$ cat config.mk
export PLATFORM = sky130hd
export DESIGN_NAME = ser_audio_tx
export DESIGN_NICKNAME = d
export VERILOG_FILES = /design/src/rtl/ser_audio_tx_pkg.sv /design/src/rtl/sat_clk_sense.sv /design/src/rtl/sat_sample_bank.sv /design/src/rtl/sat_slot_engine.sv /design/src/rtl/ser_audio_tx.sv
export SDC_FILE = /design/constraint.sdc
export NUM_CORES = 1
export LEC_CHECK = 0
export BUFFER_PORTS_ARGS = -buffer_cell sky130_fd_sc_hd__buf_2
export CAP_MARGIN = 20
export CORE_UTILIZATION = 54
export DETAILED_ROUTE_END_ITERATION = 10
export MAX_ROUTING_LAYER = met4
export PLACE_DENSITY_LB_ADDON = 0.3
export SYNTH_ARGS = -nofsm -noshare
export SYNTH_HDL_FRONTEND = slang
export SYNTH_SLANG_ARGS = --single-unit
export TNS_END_PERCENT = 10
$ cat constraint.sdc
create_clock -name clk -period 3.4 [get_ports clk]
set_clock_uncertainty 0.05 [all_clocks]
set_input_delay 0.51 -clock clk [delete_from_list [all_inputs] [get_ports clk]]
set_output_delay 0.51 -clock clk [all_outputs]
set_load 0.05 [all_outputs]
$ cat src/rtl/ser_audio_tx_pkg.sv
`timescale 1ns/1ps
package ser_audio_tx_pkg;

   typedef enum logic [1:0] {
      FRM_LEFT_ALIGN = 2'b00,
      FRM_LEFT_DELAY = 2'b01,
      FRM_RIGHT_FIX  = 2'b10,
      FRM_WORD_CLK   = 2'b11
   } frame_mode_e;

endpackage

$ cat src/rtl/sat_clk_sense.sv
`timescale 1ns/1ps
module sat_clk_sense #(
   parameter int SYNC_STAGES = 2
) (
   input  logic clk,
   input  logic rst_n,
   input  logic bit_clk_i,
   input  logic frame_clk_i,
   input  logic word_clk_i,
   input  logic edge_pol_i,
   output logic launch_o,
   output logic frame_lvl_o,
   output logic frame_flip_o,
   output logic frame_fall_o,
   output logic word_rise_o
);

   logic [2:0] raw;
   logic [2:0] syn;
   logic       bit_prev;
   logic       frame_prev;
   logic       word_prev;

   assign raw = {word_clk_i, frame_clk_i, bit_clk_i};

   generate
      if (SYNC_STAGES == 0) begin : g_direct
         assign syn = raw;
      end else begin : g_sync
         logic [2:0] stg [SYNC_STAGES];
         always_ff @(posedge clk or negedge rst_n) begin
            if (!rst_n) begin
               for (int i = 0; i < SYNC_STAGES; i++) stg[i] <= '0;
            end else begin
               stg[0] <= raw;
               for (int i = 1; i < SYNC_STAGES; i++) stg[i] <= stg[i-1];
            end
         end
         assign syn = stg[SYNC_STAGES-1];
      end
   endgenerate

   assign launch_o     = edge_pol_i ? (!bit_prev && syn[0]) : (bit_prev && !syn[0]);
   assign frame_lvl_o  = syn[1];
   assign frame_flip_o = launch_o && (syn[1] != frame_prev);
   assign frame_fall_o = frame_flip_o && !syn[1];
   assign word_rise_o  = launch_o && syn[2] && !word_prev;

   always_ff @(posedge clk or negedge rst_n) begin
      if (!rst_n) begin
         bit_prev   <= 1'b0;
         frame_prev <= 1'b0;
         word_prev  <= 1'b0;
      end else begin
         bit_prev <= syn[0];
         if (launch_o) begin
            frame_prev <= syn[1];
            word_prev  <= syn[2];
         end
      end
   end

endmodule

$ cat src/rtl/sat_sample_bank.sv
`timescale 1ns/1ps
module sat_sample_bank #(
   parameter int WORD_W = 24
) (
   input  logic              clk,
   input  logic              rst_n,
   input  logic              load_i,
   input  logic [WORD_W-1:0] left_i,
   input  logic [WORD_W-1:0] right_i,
   input  logic              capture_i,
   input  logic              chan_i,
   output logic [WORD_W-1:0] word_o
);

   logic [WORD_W-1:0] left_q, right_q;
   logic [WORD_W-1:0] fr_left_q, fr_right_q;
   logic [WORD_W-1:0] fr_left_n, fr_right_n;

   assign fr_left_n  = capture_i ? left_q  : fr_left_q;
   assign fr_right_n = capture_i ? right_q : fr_right_q;
   assign word_o     = chan_i ? fr_right_n : fr_left_n;

   always_ff @(posedge clk or negedge rst_n) begin
      if (!rst_n) begin
         left_q     <= '0;
         right_q    <= '0;
         fr_left_q  <= '0;
         fr_right_q <= '0;
      end else begin
         fr_left_q  <= fr_left_n;
         fr_right_q <= fr_right_n;
         if (load_i) begin
            left_q  <= left_i;
            right_q <= right_i;
         end
      end
   end

   assert_capture_pair_R9: assert property (@(posedge clk) disable iff (!rst_n)
      capture_i |=> (fr_left_q == $past(left_q)) && (fr_right_q == $past(right_q)));

   assert_hold_pair_R9: assert property (@(posedge clk) disable iff (!rst_n)
      !capture_i |=> $stable(fr_left_q) && $stable(fr_right_q));

endmodule

$ cat src/rtl/sat_slot_engine.sv
`timescale 1ns/1ps
module sat_slot_engine
   import ser_audio_tx_pkg::*;
#(
   parameter int WORD_W    = 24,
   parameter int RJ_OFFSET = 16
) (
   input  logic              clk,
   input  logic              rst_n,
   input  logic              launch_i,
   input  logic              start_i,
   input  frame_mode_e       mode_i,
   input  logic              mute_i,
   input  logic [WORD_W-1:0] word_i,
   output logic              dout_o
);

   localparam int CNT_W = $clog2(RJ_OFFSET + WORD_W + 1);
   localparam logic [CNT_W-1:0] CNT_MAX = '1;

   logic [CNT_W-1:0]  cnt_q, cnt_n, off;
   logic [CNT_W:0]    rel;
   logic [WORD_W-1:0] word_q, word_n, shifted;
   logic              mute_q, mute_n, dout_q, dout_n, in_word;

   always_comb begin
      unique case (mode_i)
         FRM_LEFT_DELAY: off = CNT_W'(1);
         FRM_RIGHT_FIX:  off = CNT_W'(RJ_OFFSET);
         default:        off = '0;
      endcase
   end

   always_comb begin
      cnt_n   = cnt_q;
      word_n  = word_q;
      mute_n  = mute_q;
      dout_n  = dout_q;
      rel     = '0;
      in_word = 1'b0;
      shifted = '0;
      if (launch_i) begin
         if (start_i) begin
            cnt_n  = '0;
            word_n = word_i;
            mute_n = mute_i;
         end else if (cnt_q != CNT_MAX) begin
            cnt_n = cnt_q + CNT_W'(1);
         end
         rel     = {1'b0, cnt_n} - {1'b0, off};
         in_word = (cnt_n >= off) && (rel < (CNT_W+1)'(WORD_W));
         shifted = word_n << rel[CNT_W-1:0];
         dout_n  = in_word && !mute_n && shifted[WORD_W-1];
      end
   end

   always_ff @(posedge clk or negedge rst_n) begin
      if (!rst_n) begin
         cnt_q  <= CNT_MAX;
         word_q <= '0;
         mute_q <= 1'b0;
         dout_q <= 1'b0;
      end else begin
         cnt_q  <= cnt_n;
         word_q <= word_n;
         mute_q <= mute_n;
         dout_q <= dout_n;
      end
   end

   assign dout_o = dout_q;

   assert_launch_only_R2: assert property (@(posedge clk) disable iff (!rst_n)
      !launch_i |=> $stable(dout_q));

   assert_gap_holds_R11: assert property (@(posedge clk) disable iff (!rst_n)
      !launch_i |=> $stable(cnt_q) && $stable(word_q));

   assert_muted_word_zero_R8: assert property (@(posedge clk) disable iff (!rst_n)
      (launch_i && start_i && mute_i) |=> !dout_q);

   assert_idle_zero_R7: assert property (@(posedge clk) disable iff (!rst_n)
      (cnt_q == CNT_MAX && !(launch_i && start_i)) |=> (cnt_q == CNT_MAX) && !dout_q);

endmodule

$ cat src/rtl/ser_audio_tx.sv
`timescale 1ns/1ps
module ser_audio_tx
   import ser_audio_tx_pkg::*;
#(
   parameter int WORD_W      = 24,
   parameter int RJ_OFFSET   = 16,
   parameter int SYNC_STAGES = 2
) (
   input  logic              clk,
   input  logic              rst_n,
   input  logic              bit_clk_i,
   input  logic              frame_clk_i,
   input  logic              word_clk_i,
   input  logic              edge_pol_i,
   input  logic [1:0]        frame_mode_i,
   input  logic              mute_i,
   input  logic              load_i,
   input  logic [WORD_W-1:0] left_i,
   input  logic [WORD_W-1:0] right_i,
   output logic              sdata_o
);

   generate
      if (WORD_W < 4 || WORD_W > 32) begin : g_bad_width
         $error("ser_audio_tx: WORD_W must lie in 4..32");
      end
      if (RJ_OFFSET < 2) begin : g_bad_offset
         $error("ser_audio_tx: RJ_OFFSET must be at least 2");
      end
      if (SYNC_STAGES < 0 || SYNC_STAGES > 4) begin : g_bad_sync
         $error("ser_audio_tx: SYNC_STAGES must lie in 0..4");
      end
   endgenerate

   frame_mode_e       mode;
   logic              launch, frame_lvl, frame_flip, frame_fall, word_rise, start;
   logic [WORD_W-1:0] next_word;

   assign mode  = frame_mode_e'(frame_mode_i);
   assign start = (mode == FRM_WORD_CLK) ? word_rise : frame_flip;

   sat_clk_sense #(.SYNC_STAGES(SYNC_STAGES)) u_sense (
      .clk          (clk),
      .rst_n        (rst_n),
      .bit_clk_i    (bit_clk_i),
      .frame_clk_i  (frame_clk_i),
      .word_clk_i   (word_clk_i),
      .edge_pol_i   (edge_pol_i),
      .launch_o     (launch),
      .frame_lvl_o  (frame_lvl),
      .frame_flip_o (frame_flip),
      .frame_fall_o (frame_fall),
      .word_rise_o  (word_rise)
   );

   sat_sample_bank #(.WORD_W(WORD_W)) u_bank (
      .clk       (clk),
      .rst_n     (rst_n),
      .load_i    (load_i),
      .left_i    (left_i),
      .right_i   (right_i),
      .capture_i (frame_fall),
      .chan_i    (frame_lvl),
      .word_o    (next_word)
   );

   sat_slot_engine #(.WORD_W(WORD_W), .RJ_OFFSET(RJ_OFFSET)) u_engine (
      .clk      (clk),
      .rst_n    (rst_n),
      .launch_i (launch),
      .start_i  (start),
      .mode_i   (mode),
      .mute_i   (mute_i),
      .word_i   (next_word),
      .dout_o   (sdata_o)
   );

   assert_start_on_launch_R3: assert property (@(posedge clk) disable iff (!rst_n)
      start |-> launch);

   assert_word_mode_ignores_frame_R6: assert property (@(posedge clk) disable iff (!rst_n)
      (mode == FRM_WORD_CLK && start) |-> word_rise);

endmodule

==> run metrics <==
status completed; worst min-delay path class input port to asynchronous set/reset pin; die width 114 um; final setup vio count 0; vias in the first global route 5184; sequential-to-total area share from yosys stat 0.508; commonest non-fill, non-tap cell in the layout dfrtp_1; Post-synth top flop dfrtp_1; critical path's top delay family simple AND/OR/NAND/NOR gates; core area 12100 sq um; Worst VDD drop 0.458 mV; Routed WL 16400 um; Die ar. 13000 sq um; Buf/Inv on CP 0; layout cell share with drive strength beyond 1 0.333; ys async rst share 1.00; Antenna diodes 0; MaxCap Viol Count 0; slowest stage delay, CP 0.59 ns; Hold WS 0.114 ns; Final Hold Viols 0; minimum clock period 3.25 ns; router iterations before antenna repair 5; clock buffers created by TritonCTS 17; cells along the critical path ha_1 -> nand3_1 -> nor2_2 -> xnor2_1 -> nand2_1 -> ha_4 -> ha_4 -> nor2_1 -> a32o_1 -> or4_4 -> a21oi_2 -> o41ai_2; slowest stage cell, crit path dfstp_2; Initial Util 0.558; total grt overflow 0; library cells used by synthesis 78; Crit Path Max Fanout 14; Critical Path RT 3.63 ns; top cells by area, synth dfrtp_1 48%, mux2_2 13%, nand2_1 3.9%; Synth Warn # 0; leakage 3.51 nW; clk root buf clkbuf_16; Ports 59; CTS HTree Levels 4; Syn Std Cell Area 6760 sq um; Slew HR 0.442; hpwl dp 11300 um; DR DRC count 0; crit path capture type register; GP Congestion 0.915; # rows 40; fmax 0.308 GHz; Crit path top cell by count ha_4; Avg Inst Size Synth 11.0 sq um; Pwr per Cell Area 719 nW/um^2; Worst setup SP type register; detailed-route vias per instance 5.95; commonest cells after routing, fill and taps aside 131 x dfrtp_1, 80 x mux2_2, 70 x nand2_1; pin count of the biggest net entering global routing 93; Post-Synthesis Cells 615; Die H 114 um; fin nets 739; post-DR wirelength/cell 19.1 um; syn_nets 677; Least-Margin Pin Slew 0.837 ns; via count 5094; initial antenna violation count 0; IO buf count 58; part of the cycle the worst path needs 0.956; area grow syn2layout 17.2%; Synth top area share 0.485; CTS tree built; clk slew on worst S/H paths 0.06 ns; initial drt markers 320; EDFF count, synth 0; clk sinks 137; fin. max-slew vios 0; largest area contributor in the netlist dfrtp_1; worst setup margin 0.150 ns; crit path DAT 3.48 ns; first-pass GRT wire length 26600 um; gr usage total 0.279; Yosys reg bits 137; Longest Clk Path Bufs 2; pre-CTS setup slack 0.0651 ns; worst setup path class register to register; antenna viol nets, final 0; Worst-Skew Late Latency 0.42 ns
[routing by layer]
layer / global-route usage / share of wire / vias to the layer above
met5: - / 0 / -
met4: 0.119 / 0.027 / 0
met3: 0.0627 / 0.047 / 27
met2: 0.445 / 0.49 / 142
met1: 0.344 / 0.44 / 2534
li1: - / - / 2391
[where the power goes]
part,switching (W),leakage (nW),internal [W]
logic,0.000793,1.57,0.000730
clock network,0.000683,0.283,0.00117
registers,0.000276,1.66,0.00205
[state kept, by name, summed over array words and instances (netlist names)]
name and count:
u_bank.fr_left_q 24, u_bank.fr_right_q 24, u_bank.left_q 24, u_bank.right_q 24
u_engine.cnt_q 6, u_engine.dout_o 1, u_engine.mute_q 1, u_engine.word_q 24
u_sense.bit_prev 1, u_sense.frame_prev 1, u_sense.g_sync.stg 3, u_sense.syn 3
u_sense.word_prev 1
[kinds of logic after synthesis]
kind of cell               after synthesis  share of synthesized area
buffers and inverters                   59                     0.0409
muxes                                   88                      0.148
and+or+nand+nor                        159                      0.118
AOI/OAI and AO/OA                      162                      0.171
DFF                                    137                      0.508
adders and majority gates                4                    0.00740
xor gates and xnor gates                 6                    0.00777
[area by class of cell]
cell class	instances	area, sq um
clock inverter	10	145
fill	976	4190
clock buffer	20	447
multi-input combinational	419	3090
tap	168	210
timing repair buffer	88	547
inverter	14	52.6
sequential	137	3440
[cell usage after synthesis, drive strengths merged, types with 3 or more instances]
cell	n
a211oi	7
a21o	5
a21oi	15
a221oi	8
a22o	5
a22oi	7
a31oi	6
and2	5
buf	23
clkbuf	22
dfrtp	131
dfstp	6
ha	4
inv	13
mux2	81
mux2i	6
nand2	72
nand2b	5
nand3	12
nand4	3
nor2	25
nor2b	5
nor3	10
nor4	3
o2111ai	4
o211a	4
o21a	4
o21ai	44
o22ai	27
o31a	4
o31ai	5
o32ai	3
xnor2	5
[timing repair]
action,in CTS,in global routing
setup buffers,0,2
hold buffers,0,0
endpoints found under the setup margin,0,1
gates resized for setup,0,5
[final timing paths]
path	startpoint	end	slack, ns	depth (start not counted)
setup / recovery	u_engine.cnt_q[1]$_DFFE_PN1N_	u_engine.dout_o$_DFFE_PN0N_	0.15	12
hold / removal	rst_n	u_bank.left_q[19]$_DFFE_PN0P_	0.11	1
setup reg to reg	u_engine.cnt_q[1]$_DFFE_PN1N_	u_engine.dout_o$_DFFE_PN0N_	0.15	12
hold reg to reg	u_sense.g_sync.stg[3]$_DFF_PN0_	u_sense.syn[0]$_DFF_PN0_	0.31	0
max in group asynchronous	rst_n	u_engine.word_q[14]$_DFFE_PN0N_	2.32	2
min in group clk	frame_clk_i	u_sense.g_sync.stg[4]$_DFF_PN0_	0.14	1
[through the flow]
step	cell area (sq um)	std cells	util	power (W)	TNS, ns
2_1_floorplan	6780	615	-	0.00334	0
3_3_place_gp	7280	823	0.601	0.00372	0
3_5_place_dp	7280	823	0.601	0.00380	0
4_1_cts	7870	853	0.650	0.00566	0
5_1_grt	7930	856	0.654	0.00597	-0.0128
6_report	7930	856	0.654	0.00570	0
Note: power is estimated with default switching activity, not from simulation.
